$ cat src/rtl/fbdiv_pkg.sv
package fbdiv_pkg;

  // Fixed low modulus of the dual-modulus prescaler; the high modulus is one more.
  localparam int unsigned PSC_BASE  = 4;
  // Counter wide enough to hold PSC_BASE + 1.
  localparam int unsigned PSC_CNT_W = 3;

  typedef logic [PSC_CNT_W-1:0] psc_cnt_t;

  typedef enum logic {
    PSC_DIV_BASE = 1'b0,
    PSC_DIV_EXT  = 1'b1
  } psc_mod_e;

  // Clocks still to run in a prescaler cycle at its start. When the cycle
  // begins on the period-load edge, that edge has already used one clock.
  function automatic psc_cnt_t psc_len(psc_mod_e mode, logic on_load);
    int unsigned len;
    len = PSC_BASE;
    if (mode == PSC_DIV_EXT) len = len + 1;
    if (on_load)             len = len - 1;
    return psc_cnt_t'(len);
  endfunction

endpackage

$ cat src/rtl/fbdiv_prescaler.sv
// Down counter for one prescaler cycle; term_o marks its final clock.
module fbdiv_prescaler
  import fbdiv_pkg::*;
(
  input  logic     clk_i,
  input  logic     rst_ni,
  input  logic     start_i,
  input  psc_cnt_t start_len_i,
  output logic     term_o
);

  psc_cnt_t cnt_q, cnt_d;
  logic     cnt_en;

  always_comb begin
    cnt_en = start_i || (cnt_q > psc_cnt_t'(1));
    cnt_d  = start_i ? start_len_i : (cnt_q - psc_cnt_t'(1));
  end

  always_ff @(posedge clk_i or negedge rst_ni) begin
    if (!rst_ni) begin
      cnt_q <= '0;
    end else if (cnt_en) begin
      cnt_q <= cnt_d;
    end
  end

  assign term_o = (cnt_q == psc_cnt_t'(1));

endmodule

$ cat src/rtl/fbdiv_seq.sv
// A/B sequencing: picks the modulus of each prescaler cycle and finds the period end.
module fbdiv_seq
  import fbdiv_pkg::*;
#(
  parameter int unsigned B_W = 6,
  parameter int unsigned A_W = 2
) (
  input  logic           clk_i,
  input  logic           rst_ni,
  input  logic           load_i,
  input  logic           term_i,
  input  logic [B_W-1:0] b_cfg_i,
  input  logic [A_W-1:0] a_cfg_i,
  output logic           start_o,
  output psc_cnt_t       start_len_o,
  output logic           last_o
);

  logic [A_W-1:0] ext_left_q, ext_left_d;
  logic [B_W-1:0] cyc_left_q, cyc_left_d;
  logic           left_en;
  psc_mod_e       nxt_mod;
  logic           on_load;

  always_comb begin
    ext_left_d = ext_left_q;
    cyc_left_d = cyc_left_q;
    left_en    = 1'b0;
    start_o    = 1'b0;
    last_o     = 1'b0;
    nxt_mod    = PSC_DIV_BASE;
    on_load    = 1'b0;
    if (load_i) begin
      // First edge of a period: the first prescaler cycle starts here.
      left_en    = 1'b1;
      start_o    = 1'b1;
      on_load    = 1'b1;
      cyc_left_d = b_cfg_i - B_W'(1);
      if (a_cfg_i != '0) begin
        nxt_mod    = PSC_DIV_EXT;
        ext_left_d = a_cfg_i - A_W'(1);
      end else begin
        ext_left_d = '0;
      end
    end else if (term_i) begin
      if (cyc_left_q == '0) begin
        last_o = 1'b1;
      end else begin
        left_en    = 1'b1;
        start_o    = 1'b1;
        cyc_left_d = cyc_left_q - B_W'(1);
        if (ext_left_q != '0) begin
          nxt_mod    = PSC_DIV_EXT;
          ext_left_d = ext_left_q - A_W'(1);
        end
      end
    end
    start_len_o = psc_len(nxt_mod, on_load);
  end

  always_ff @(posedge clk_i or negedge rst_ni) begin
    if (!rst_ni) begin
      ext_left_q <= '0;
      cyc_left_q <= '0;
    end else if (left_en) begin
      ext_left_q <= ext_left_d;
      cyc_left_q <= cyc_left_d;
    end
  end

endmodule

$ cat src/rtl/fbdiv_cfg_guard.sv
// Range check of B/A and the active setting register loaded at period boundaries.
module fbdiv_cfg_guard #(
  parameter int unsigned B_W   = 6,
  parameter int unsigned A_W   = 2,
  parameter int unsigned B_MIN = 4,
  parameter int unsigned B_RST = 4,
  parameter int unsigned A_RST = 0
) (
  input  logic           clk_i,
  input  logic           rst_ni,
  input  logic [B_W-1:0] b_in_i,
  input  logic [A_W-1:0] a_in_i,
  input  logic           take_i,
  output logic [B_W-1:0] b_use_o,
  output logic [A_W-1:0] a_use_o,
  output logic [B_W-1:0] b_act_o,
  output logic [A_W-1:0] a_act_o,
  output logic           err_o
);

  logic [B_W-1:0] b_act_q;
  logic [A_W-1:0] a_act_q;
  logic           err_q, err_d;
  logic           in_ok;
  logic           act_en;

  always_comb begin
    in_ok   = (b_in_i >= B_W'(B_MIN)) &&
              ({{(B_W-A_W){1'b0}}, a_in_i} <= b_in_i);
    err_d   = !in_ok;
    act_en  = take_i && in_ok;
    b_use_o = in_ok ? b_in_i : b_act_q;
    a_use_o = in_ok ? a_in_i : a_act_q;
  end

  always_ff @(posedge clk_i or negedge rst_ni) begin
    if (!rst_ni) begin
      b_act_q <= B_W'(B_RST);
      a_act_q <= A_W'(A_RST);
    end else if (act_en) begin
      b_act_q <= b_in_i;
      a_act_q <= a_in_i;
    end
  end

  always_ff @(posedge clk_i or negedge rst_ni) begin
    if (!rst_ni) begin
      err_q <= 1'b0;
    end else begin
      err_q <= err_d;
    end
  end

  assign b_act_o = b_act_q;
  assign a_act_o = a_act_q;
  assign err_o   = err_q;

endmodule

$ cat src/rtl/fbdiv_dualmod.sv
// Programmable feedback divider, N = 4*B + A, from a 4/5 prescaler and A/B counters.
module fbdiv_dualmod
  import fbdiv_pkg::*;
#(
  parameter int unsigned B_W   = 6,
  parameter int unsigned A_W   = 2,
  parameter int unsigned B_MIN = 4,
  parameter int unsigned B_RST = 4,
  parameter int unsigned A_RST = 0
) (
  input  logic           clk_i,
  input  logic           rst_ni,
  input  logic [B_W-1:0] b_val_i,
  input  logic [A_W-1:0] a_val_i,
  output logic           div_pulse_o,
  output logic           cfg_err_o
);

  logic           start_q;
  logic           pulse_q, pulse_d;
  logic           bnd;
  logic [B_W-1:0] b_use, b_act;
  logic [A_W-1:0] a_use, a_act;
  logic           psc_start, psc_term, per_last;
  psc_cnt_t       psc_len_v;

  // A period starts on the first edge after reset and on the edge after each pulse.
  assign bnd = start_q || pulse_q;

  fbdiv_cfg_guard #(
    .B_W  (B_W),
    .A_W  (A_W),
    .B_MIN(B_MIN),
    .B_RST(B_RST),
    .A_RST(A_RST)
  ) guard_i (
    .clk_i  (clk_i),
    .rst_ni (rst_ni),
    .b_in_i (b_val_i),
    .a_in_i (a_val_i),
    .take_i (bnd),
    .b_use_o(b_use),
    .a_use_o(a_use),
    .b_act_o(b_act),
    .a_act_o(a_act),
    .err_o  (cfg_err_o)
  );

  fbdiv_seq #(
    .B_W(B_W),
    .A_W(A_W)
  ) seq_i (
    .clk_i      (clk_i),
    .rst_ni     (rst_ni),
    .load_i     (bnd),
    .term_i     (psc_term),
    .b_cfg_i    (b_use),
    .a_cfg_i    (a_use),
    .start_o    (psc_start),
    .start_len_o(psc_len_v),
    .last_o     (per_last)
  );

  fbdiv_prescaler psc_i (
    .clk_i      (clk_i),
    .rst_ni     (rst_ni),
    .start_i    (psc_start),
    .start_len_i(psc_len_v),
    .term_o     (psc_term)
  );

  always_comb begin
    pulse_d = per_last;
  end

  always_ff @(posedge clk_i or negedge rst_ni) begin
    if (!rst_ni) begin
      start_q <= 1'b1;
      pulse_q <= 1'b0;
    end else begin
      start_q <= 1'b0;
      pulse_q <= pulse_d;
    end
  end

  assign div_pulse_o = pulse_q;

endmodule

$ cat config.mk
export PLATFORM = sky130hd
export DESIGN_NAME = fbdiv_dualmod
export DESIGN_NICKNAME = d
export VERILOG_FILES = /design/src/rtl/fbdiv_pkg.sv /design/src/rtl/fbdiv_prescaler.sv /design/src/rtl/fbdiv_seq.sv /design/src/rtl/fbdiv_cfg_guard.sv /design/src/rtl/fbdiv_dualmod.sv
export SDC_FILE = /design/constraint.sdc
export NUM_CORES = 1
export LEC_CHECK = 0
export BUFFER_PORTS_ARGS = -buffer_cell sky130_fd_sc_hd__buf_2
export CAP_MARGIN = 30
export CORE_UTILIZATION = 52
export DETAILED_ROUTE_END_ITERATION = 10
export GPL_TIMING_DRIVEN = 0
export MAX_ROUTING_LAYER = met4
export PLACE_DENSITY = 0.74
export SYNTH_ARGS = -nofsm -noshare
export SYNTH_HDL_FRONTEND = slang
export SYNTH_SLANG_ARGS = --single-unit
$ cat constraint.sdc
create_clock -name clk_i -period 1.7 [get_ports clk_i]
set_input_delay 0.255 -clock clk_i [delete_from_list [all_inputs] [get_ports clk_i]]
set_output_delay 0.255 -clock clk_i [all_outputs]
set_load 0.05 [all_outputs]
[After elaboration in Yosys (flattened, before gate mapping)]
Cells that the tools add are included.
Cells by class
  $add $sub $neg: 6
  $lt $le $gt $ge: 3
  muxes and demuxes: 25
  equal/unequal tests: 2
  reductions and logical operators: 12
Operator list (number)
  6-bit two-way mux: 4
  1-bit two-way mux: 13
  2-bit two-way mux: 6
  6-bit by 1-bit subtractor with 6-bit output (second input constant): 2
  2-bit nonzero test: 4
  6-bit by 3-bit >= comparator with 1-bit output (second input constant): 1
  2-bit by 6-bit <= comparator with 1-bit output: 1
  6-bit zero test: 1
  3-bit two-way mux: 2
  3-bit by 1-bit subtractor with 3-bit output (second input constant): 2
  4-bit AND reduction: 1
  2-bit by 1-bit subtractor with 2-bit output (second input constant): 2
  3-bit by 1-bit equality test with 1-bit output (second input constant): 1
  3-bit by 1-bit greater-than comparator with 1-bit output (second input constant): 1
  3-bit AND reduction: 1
  1-bit logical AND: 2
  1-bit logical OR: 2
  2-bit != test (second input constant): 1
  1-bit zero test: 1
Word-level totals
  input port bits: 10
  logic and storage cells: 56
  output and inout port bits: 2
  flip-flop bits (word level): 22

[Depth between registers and ports, before layout]
Gate-level depths: netlist (run 1).
  depth in word-level cells: 10
  depth in mapped cells: 9
  mapped depth without buffers: 8

[By module]
From an unflattened synthesis (run 1), not the netlist that was laid out.
Unflattened totals
  cell total of the unflattened synthesis: 117
  area total of the unflattened synthesis: 1316.3 sq um
By module, submodules not included
  fbdiv_seq: cells an instance 63, sequential area each 200.2 sq um, area an instance 613.1 sq um, instances 1
  fbdiv_cfg_guard: cells an instance 27, sequential area each 226.5 sq um, area an instance 437.9 sq um, instances 1
  fbdiv_prescaler: cells an instance 23, sequential area each 75.1 sq um, area an instance 203.9 sq um, instances 1
  fbdiv_dualmod: cells an instance 4, sequential area each 51.3 sq um, area an instance 61.3 sq um, instances 1

[Worst setup path after synthesis (run 1)]
Ideal clock, no wire load.
  path type: reg2reg
  from: register pulse_q, in the netlist div_pulse_o
  to: register seq_i.cyc_left_q[4]
  data arrival time: 2.063 ns
  setup time: 0.079 ns
  slack: -0.442 ns
  data required time: 1.621 ns
  stages on the path, launching flop included: 9
  clock period less this slack: 2.142 ns
  path buffers: 2
  cell sequence: dfrtp_1 > or2_2 > clkbuf_2 > clkbuf_1 > o21ai_0 > ha_1 > o2111ai_1 > xor2_1 > mux2i_1
Between the ends
  word-level cells in the longest chain between the ends: 3
  elaborated cells between the ends (all ways): 6
  classes of those cells: eq/ne: 1; mux: 2; reduce/logical: 3
RTL lines
  start: declaration: line fbdiv_dualmod.sv:20  | logic pulse_q, pulse_d;
  start signal: assignment: line fbdiv_dualmod.sv:82  | pulse_q <= pulse_d;
  1-bit logical OR (*): line fbdiv_dualmod.sv:28  | assign bnd = start_q || pulse_q;
  2-bit != test (no source line), or another cell as far along
  3-bit AND reduction (no source line)
  end signal: assignment: line fbdiv_seq.sv:67  | cyc_left_q <= cyc_left_d;
  end: declaration: line fbdiv_seq.sv:20  | logic [B_W-1:0] cyc_left_q, cyc_left_d;
Mark *: on every way between the ends. The rest lies on a longest branch, timed or not.
A chain may end at the register's enable or synchronous reset.

[Worst setup path in the final report (run 1)]
  from: input b_val_i[4]
  to: register seq_i.cyc_left_q[4]
Between the ends
  word-level cells in the longest chain between the ends: 5
  elaborated cells between the ends (all ways): 6
  classes of those cells: add/sub: 1; order compare: 2; mux: 2; reduce/logical: 1
RTL lines
  start: declaration: line fbdiv_dualmod.sv:13  | input logic [B_W-1:0] b_val_i,
  6-bit by 3-bit >= comparator with 1-bit output or 2-bit by 6-bit <= comparator with 1-bit output (tied branches): line fbdiv_cfg_guard.sv:28, fbdiv_cfg_guard.sv:29
  1-bit logical AND: line fbdiv_cfg_guard.sv:28  | in_ok = (b_in_i >= B_W'(B_MIN)) &&
  6-bit two-way mux (*): line fbdiv_cfg_guard.sv:32  | b_use_o = in_ok ? b_in_i : b_act_q;
  6-bit by 1-bit subtractor with 6-bit output (*): line fbdiv_seq.sv:38  | cyc_left_d = b_cfg_i - B_W'(1);
  6-bit two-way mux (*): line fbdiv_seq.sv:33  | if (load_i) begin
Marked as above.

==> impl_metrics.toml, run 1 <==
[clock_network]
h-tree-depth = 1
numCtsBuffers = 3
path_clk_slew_ps = 140
clock_sink_count = 22
cts_tree = "done"
insertion_delay_ps = 320
cts.path.max_buffers = 2
clockRootBuffer = "clkbuf_4"

[worst_setup_path]
cp-end-kind = "register"
crit_start = "b_val_i[4]"
path_cells = "buf_2 > nor4_4 > buf_6 > mux2i_4 > a21oi_2 > inv_2 > ha_4 > o211ai_1 > xnor2_1 > mux2i_1"
critical_path_arrival_ps = 1980
r2r-start = "start_q"
crit_type = "in2reg"
crit_slowest_cell = "nor4_4"
reg2regPathDepth = 8
crit_path_end = "seq_i.cyc_left_q[4]"
cpPeakStageDelay_ps = 370
cp-start-kind = "primary input"
path_max_fanout = 6
critical_path_required_ps = 1920
ff2ff_setup_slack_ps = -50
r2r_end = "seq_i.cyc_left_q[4]"

[floorplan]
die_x_um = 51.54
initial_utilization_pct = 56.60
chipHeight_um = 51.54
num_rows = 17
io_pins = 12
die-area_um2 = 2656
core-area_um2 = 2255

[synth]
synth_edf_count = 0
synth-seq-area-share_pct = 43.33
yosysWarnings = 0
synthTopCellsByCount = "dfrtp_1, nor2_1, nand2_1, a21oi_1, inv_1"
synth.most_common_cell = "dfrtp_1"
ys_ff_latch = 22
postSynthAreaPerCell_um2 = 9.384
synth_top_area_share_pct = 39.22
async_flop_share_pct = 100.0
synth_cell_type_count = 43
synth_fp_nets = 150
yosysTopAreaCell = "dfrtp_1"
netlist_area_um2 = 1276
yosys_most_used_dff = "dfrtp_1"
postSynthCellCount = 136
synthTopCellsByArea = "dfrtp_1, a21oi_1, dfstp_2"

[power_and_ir_drop]
power_mw = 1.793
comb_power_share_pct = 35.4
p_leak_nw = 0.7054
p_int_mw = 1.162
swShare_pct = 35.21
switchingPower_mw = 0.6314
powerDensity_nw_per_um2 = 1075
power.share.sequential_pct = 41.3
pwr-share-clk_pct = 23.3
peakVddDrop_v = 0.0007476

[layout]
layout-drive-gt1-share_pct = 35.85
antennaDiodeCount = 0
fin_cells = 187
syn_to_final_growth_pct = 30.69
nNetsFinal = 174
design_area_um2 = 1668

[min_path]
hold_class = "in2reg"
min_path_cells = 2
hold_path.startpoint = "a_val_i[1]"

[timing]
finalClockSkew_ps = 6.330
setup_viol = 2
timing_hold_violations_final = 0
layout_worst_path_cycle_share_pct = 103.4
drv_slew = 0
max_slew_margin_pct = 61.80
max_freq_mhz = 568.9
finalSetupTns_ps = -95.17
worstMarginPinSlew_ps = 565.0
rsz0062_at_grt = "yes"
finalCriticalPeriod_ps = 1758
setup_ws_ps = -57.65

[global_routing]
grt_max_degree = 23
grt_usage_pct = 23.52
grt_overflow = 0
grt_pass1_vias = 1006
antenna_found_initial = 0
grt_pass1_wl_mm = 4.498

[drt]
wl_per_cell_um = 15.94
first_pass_iters = 4
finalWirelength_mm = 2.980
viasPerCell = 5.957
drt_iter0_drc = 24
vias = 1114
drcViolationCount = 0
ant_nets = 0

[placed_design]
placed_cells = 175
port_buffers = 11
dp_slack_ps = -448.1
dp_hpwl_mm = 1.886
placedInstanceArea_um2 = 1411
gp_congestion = 0.8591

[run]
max_cap_violations = 0

[outcome]
status = "finished, violations left"
violations = "negative setup slack"
[per-layer routing]
layer	vias to the layer above	GRT usage (%)	share of wire (%)
li1	538	-	-
met1	526	31.13	45
met2	35	36.58	49
met3	15	4.094	3.4
met4	0	8.108	3.3
met5	-	-	0
[cell type report]
type	instances	area (um^2)
well taps	28	35.03
plain buffers	4	48.80
multi-input cells	100	818.3
clock buffers	3	22.52
repair buffers	20	125.1
fillers	163	586.8
clock inverters	1	30.03
flip-flops and latches	22	554.3
inverters	9	33.78
[sequential cells by signal, summed over array words and instances (netlist names)]
signal	cells
guard_i.a_act_o	2
seq_i.cyc_left_q	6
div_pulse_o	1
guard_i.err_o	1
start_q	1
seq_i.ext_left_q	2
guard_i.b_act_o	6
psc_i.cnt_q	3
[cell usage in the layout, fill, tap and decap left out, drive strengths merged, types with 3 or more instances in the layout]
cell and count:
nor4b 3, dfrtp 20, buf 21, nor2 14
clkbuf 5, ha 4, inv 9, mux2i 3
a22o 4, nand2 12, nor3 6, o21ai 4
a21oi 12, xnor2 3, nor4 5
[worst min path at each step]
stage | endpoint | slack, ps
final | guard_i.a_act_o[1] | 200
after global routing | guard_i.b_act_o[1] | 190
after CTS | guard_i.b_act_o[1] | 190
after detailed placement | seq_i.cyc_left_q[4] | 260
after floorplan | div_pulse_o | -40
after global placement | seq_i.cyc_left_q[2] | 250
[per-stage QoR]
| step | util [%] | hold WS [ps] |
|---|---|---|
| finish | 73.97 | 195.2 |
| global route | 73.97 | 185.8 |
| CTS | 69.64 | 185.3 |
| detailed placement | 62.60 | 257.5 |
| global placement | 62.60 | 245.5 |
| floorplan | - | -40.59 |
[timing repair]
| action | in CTS | in global routing |
|---|---|---|
| pin swaps | 7 | 5 |
| resized for setup | 13 | 14 |
| hold buffers | 1 | 0 |
| buffers inserted | 6 | 2 |
| endpoints found under the hold margin | 20 | 0 |
| endpoints found under the setup margin | 7 | 11 |
[power groups by stage]
stage	Sequential (mW)	Clock, mW	Combinational, mW
after floorplan	0.703	0	0.396
after global placement	0.719	0	0.484
after detailed placement	0.726	0	0.509
after CTS	0.721	0.417	0.552
after global routing	0.756	0.441	0.705
final	0.740	0.417	0.636
[cell families (layout without fill, tap and decap cells)]
kind of cell / after synthesis / in the layout / synth area share [%]
AND/OR/NAND/NOR: 51 / 51 / 21.18
AO/OA/AOI/OAI: 35 / 35 / 19.22
flip-flops: 22 / 22 / 43.33
buffers and inverters: 14 / 37 / 4.901
multiplexers: 5 / 5 / 4.411
adder cells (fa/ha/maj): 4 / 4 / 3.922
XOR/XNOR: 4 / 4 / 2.746
other: 1 / 1 / 0.2938
[worst max-delay path: cells and delay by family]
| family | cells | cell delay (ps) |
|---|---|---|
| adder cells (fa/ha/maj) | 1 | 170 |
| AND/OR/NAND/NOR | 1 | 370 |
| AO/OA/AOI/OAI | 2 | 260 |
| multiplexers | 2 | 350 |
| XOR/XNOR | 1 | 180 |
| buffers and inverters | 3 | 400 |
(Power assumes the default switching activity.)
==> inputs of run 2 (changes only) <==
GPL_TIMING_DRIVEN = unset   (was 0)
==> impl_metrics.toml, run 2 (same netlist as run 1, synthesis figures left out) <==
[outcome]
status = "finished, violations left"
violations = "negative setup slack"

[drt]
ant_nets = 0
viasPerCell = 6.312
first_pass_iters = 4
drcViolationCount = 0
finalWirelength_mm = 3.993
wl_per_cell_um = 19.48
vias = 1294
drt_iter0_drc = 50

[clock_network]
numCtsBuffers = 3
path_clk_slew_ps = 140
insertion_delay_ps = 320
cts.path.max_buffers = 2
clockRootBuffer = "clkbuf_4"
h-tree-depth = 1
cts_tree = "done"
clock_sink_count = 22

[global_routing]
antenna_found_initial = 0
grt_overflow = 0
grt_pass1_wl_mm = 5.520
grt_pass1_vias = 1274
grt_max_degree = 23
grt_usage_pct = 29.65

[floorplan]
die_x_um = 51.54
core-area_um2 = 2255
io_pins = 12
initial_utilization_pct = 56.60
chipHeight_um = 51.54
die-area_um2 = 2656
num_rows = 17

[layout]
antennaDiodeCount = 0
design_area_um2 = 1841
nNetsFinal = 192
final_cell_mix = "buf_4, dfrtp_1, nand2_1, nor2_1, buf_2"
fillers = 139
syn_to_final_growth_pct = 44.22
layout-drive-gt1-share_pct = 45.76
final_common_cell = "buf_4"
register_area_um2 = 554.3
multiInputGateArea_um2 = 852.1

[min_path]
hold_class = "in2reg"
hold_path.startpoint = "b_val_i[0]"

[power_and_ir_drop]
powerDensity_nw_per_um2 = 1049
p_leak_nw = 0.7939
peakVddDrop_v = 0.0007334

[timing]
finalCriticalPeriod_ps = 1789
drv_slew = 0
rsz0062_at_grt = "yes"
max_freq_mhz = 559.0
setup_ws_ps = -88.82
setup_viol = 3
timing_hold_violations_final = 0
layout_worst_path_cycle_share_pct = 105.2
finalClockSkew_ps = 6.061

[run]
max_cap_violations = 0

[worst_setup_path]
path_max_fanout = 4
crit_type = "reg2reg"
r2r-start = "start_q"
critical_path_required_ps = 1970
cp-start-kind = "register"
cp-end-kind = "register"
crit_start = "start_q"
critical_path_arrival_ps = 2050
path_cells = "nor2_4 > o31ai_4 > buf_6 > inv_4 > or4_4 > nand3_2"
cpPeakStageDelay_ps = 630
crit_slowest_cell = "dfstp_2"

[placed_design]
port_buffers = 11
dp_slack_ps = -319.5
placedInstanceArea_um2 = 1521
gp_congestion = 0.8093
dp_hpwl_mm = 2.253
==> run 2: area by class of cell <==
type | instances | share of cell area, %
clock inverters | 1 | 1.632
inverters | 9 | 1.971
well taps | 28 | 1.903
repair buffers | 41 | 16.86
multi-input cells | 101 | 46.29
flip-flops and latches | 22 | 30.12
clock buffers | 3 | 1.224
==> run 2: final timing paths <==
check / slack [ps] / to / cells after the start
worst max-delay path: -90 / seq_i.cyc_left_q[3] / 6
worst min-delay path: 180 / guard_i.b_act_o[0] / 2
worst max register to register: -90 / seq_i.cyc_left_q[3] / 6
worst min register to register: 520 / guard_i.b_act_o[5] / 1
max in group asynchronous: 940 / div_pulse_o / 2
min in group asynchronous: 400 / guard_i.b_act_o[4] / 2
==> run 2: where the power goes <==
part           switching, mW  total (mW)  leakage, nW  internal (mW)
combinational          0.401       0.765        0.507          0.363
clock                  0.181       0.419       0.0279          0.238
sequential             0.118       0.747        0.259          0.629
==> run 2: critical path: cells and delay by family (launching register included) <==
kind                   cells  cell delay [ps]
buffers and inverters      2              170
AO/OA/AOI/OAI              1              230
AND/OR/NAND/NOR            3              700
flip-flops                 1              630
==> run 2: stage by stage <==
step	hold WS (ps)	setup TNS [ps]	util, %	total power, mW	instances
global route	186.8	-472.1	81.63	2.008	205
finish	184.3	-207.6	81.63	1.931	205
floorplan	-40.59	-355.1	-	1.100	136
detailed placement	254.2	-1166	67.48	1.322	191
global placement	243.4	-746.1	67.48	1.281	191
CTS	184.1	-62.61	72.31	1.769	198
==> run 2: timing repair <==
item                                   in CTS  in global routing
endpoints found under the hold margin      20                  0
cloned                                      0                  1
pin swaps                                   0                 12
hold buffers                                1                  0
setup endpoints to repair                   7                  8
resized for setup                           6                 30
setup buffers                               2                  7
==> run 2: metal layers <==
layer / share of wire, % / global-route usage [%] / wire length, um
met1: 40 / 34.10 / 1582
met2: 51 / 48.27 / 2032
met5: 0 / - / 0
met4: 4.5 / 19.37 / 178
met3: 5.0 / 4.386 / 200
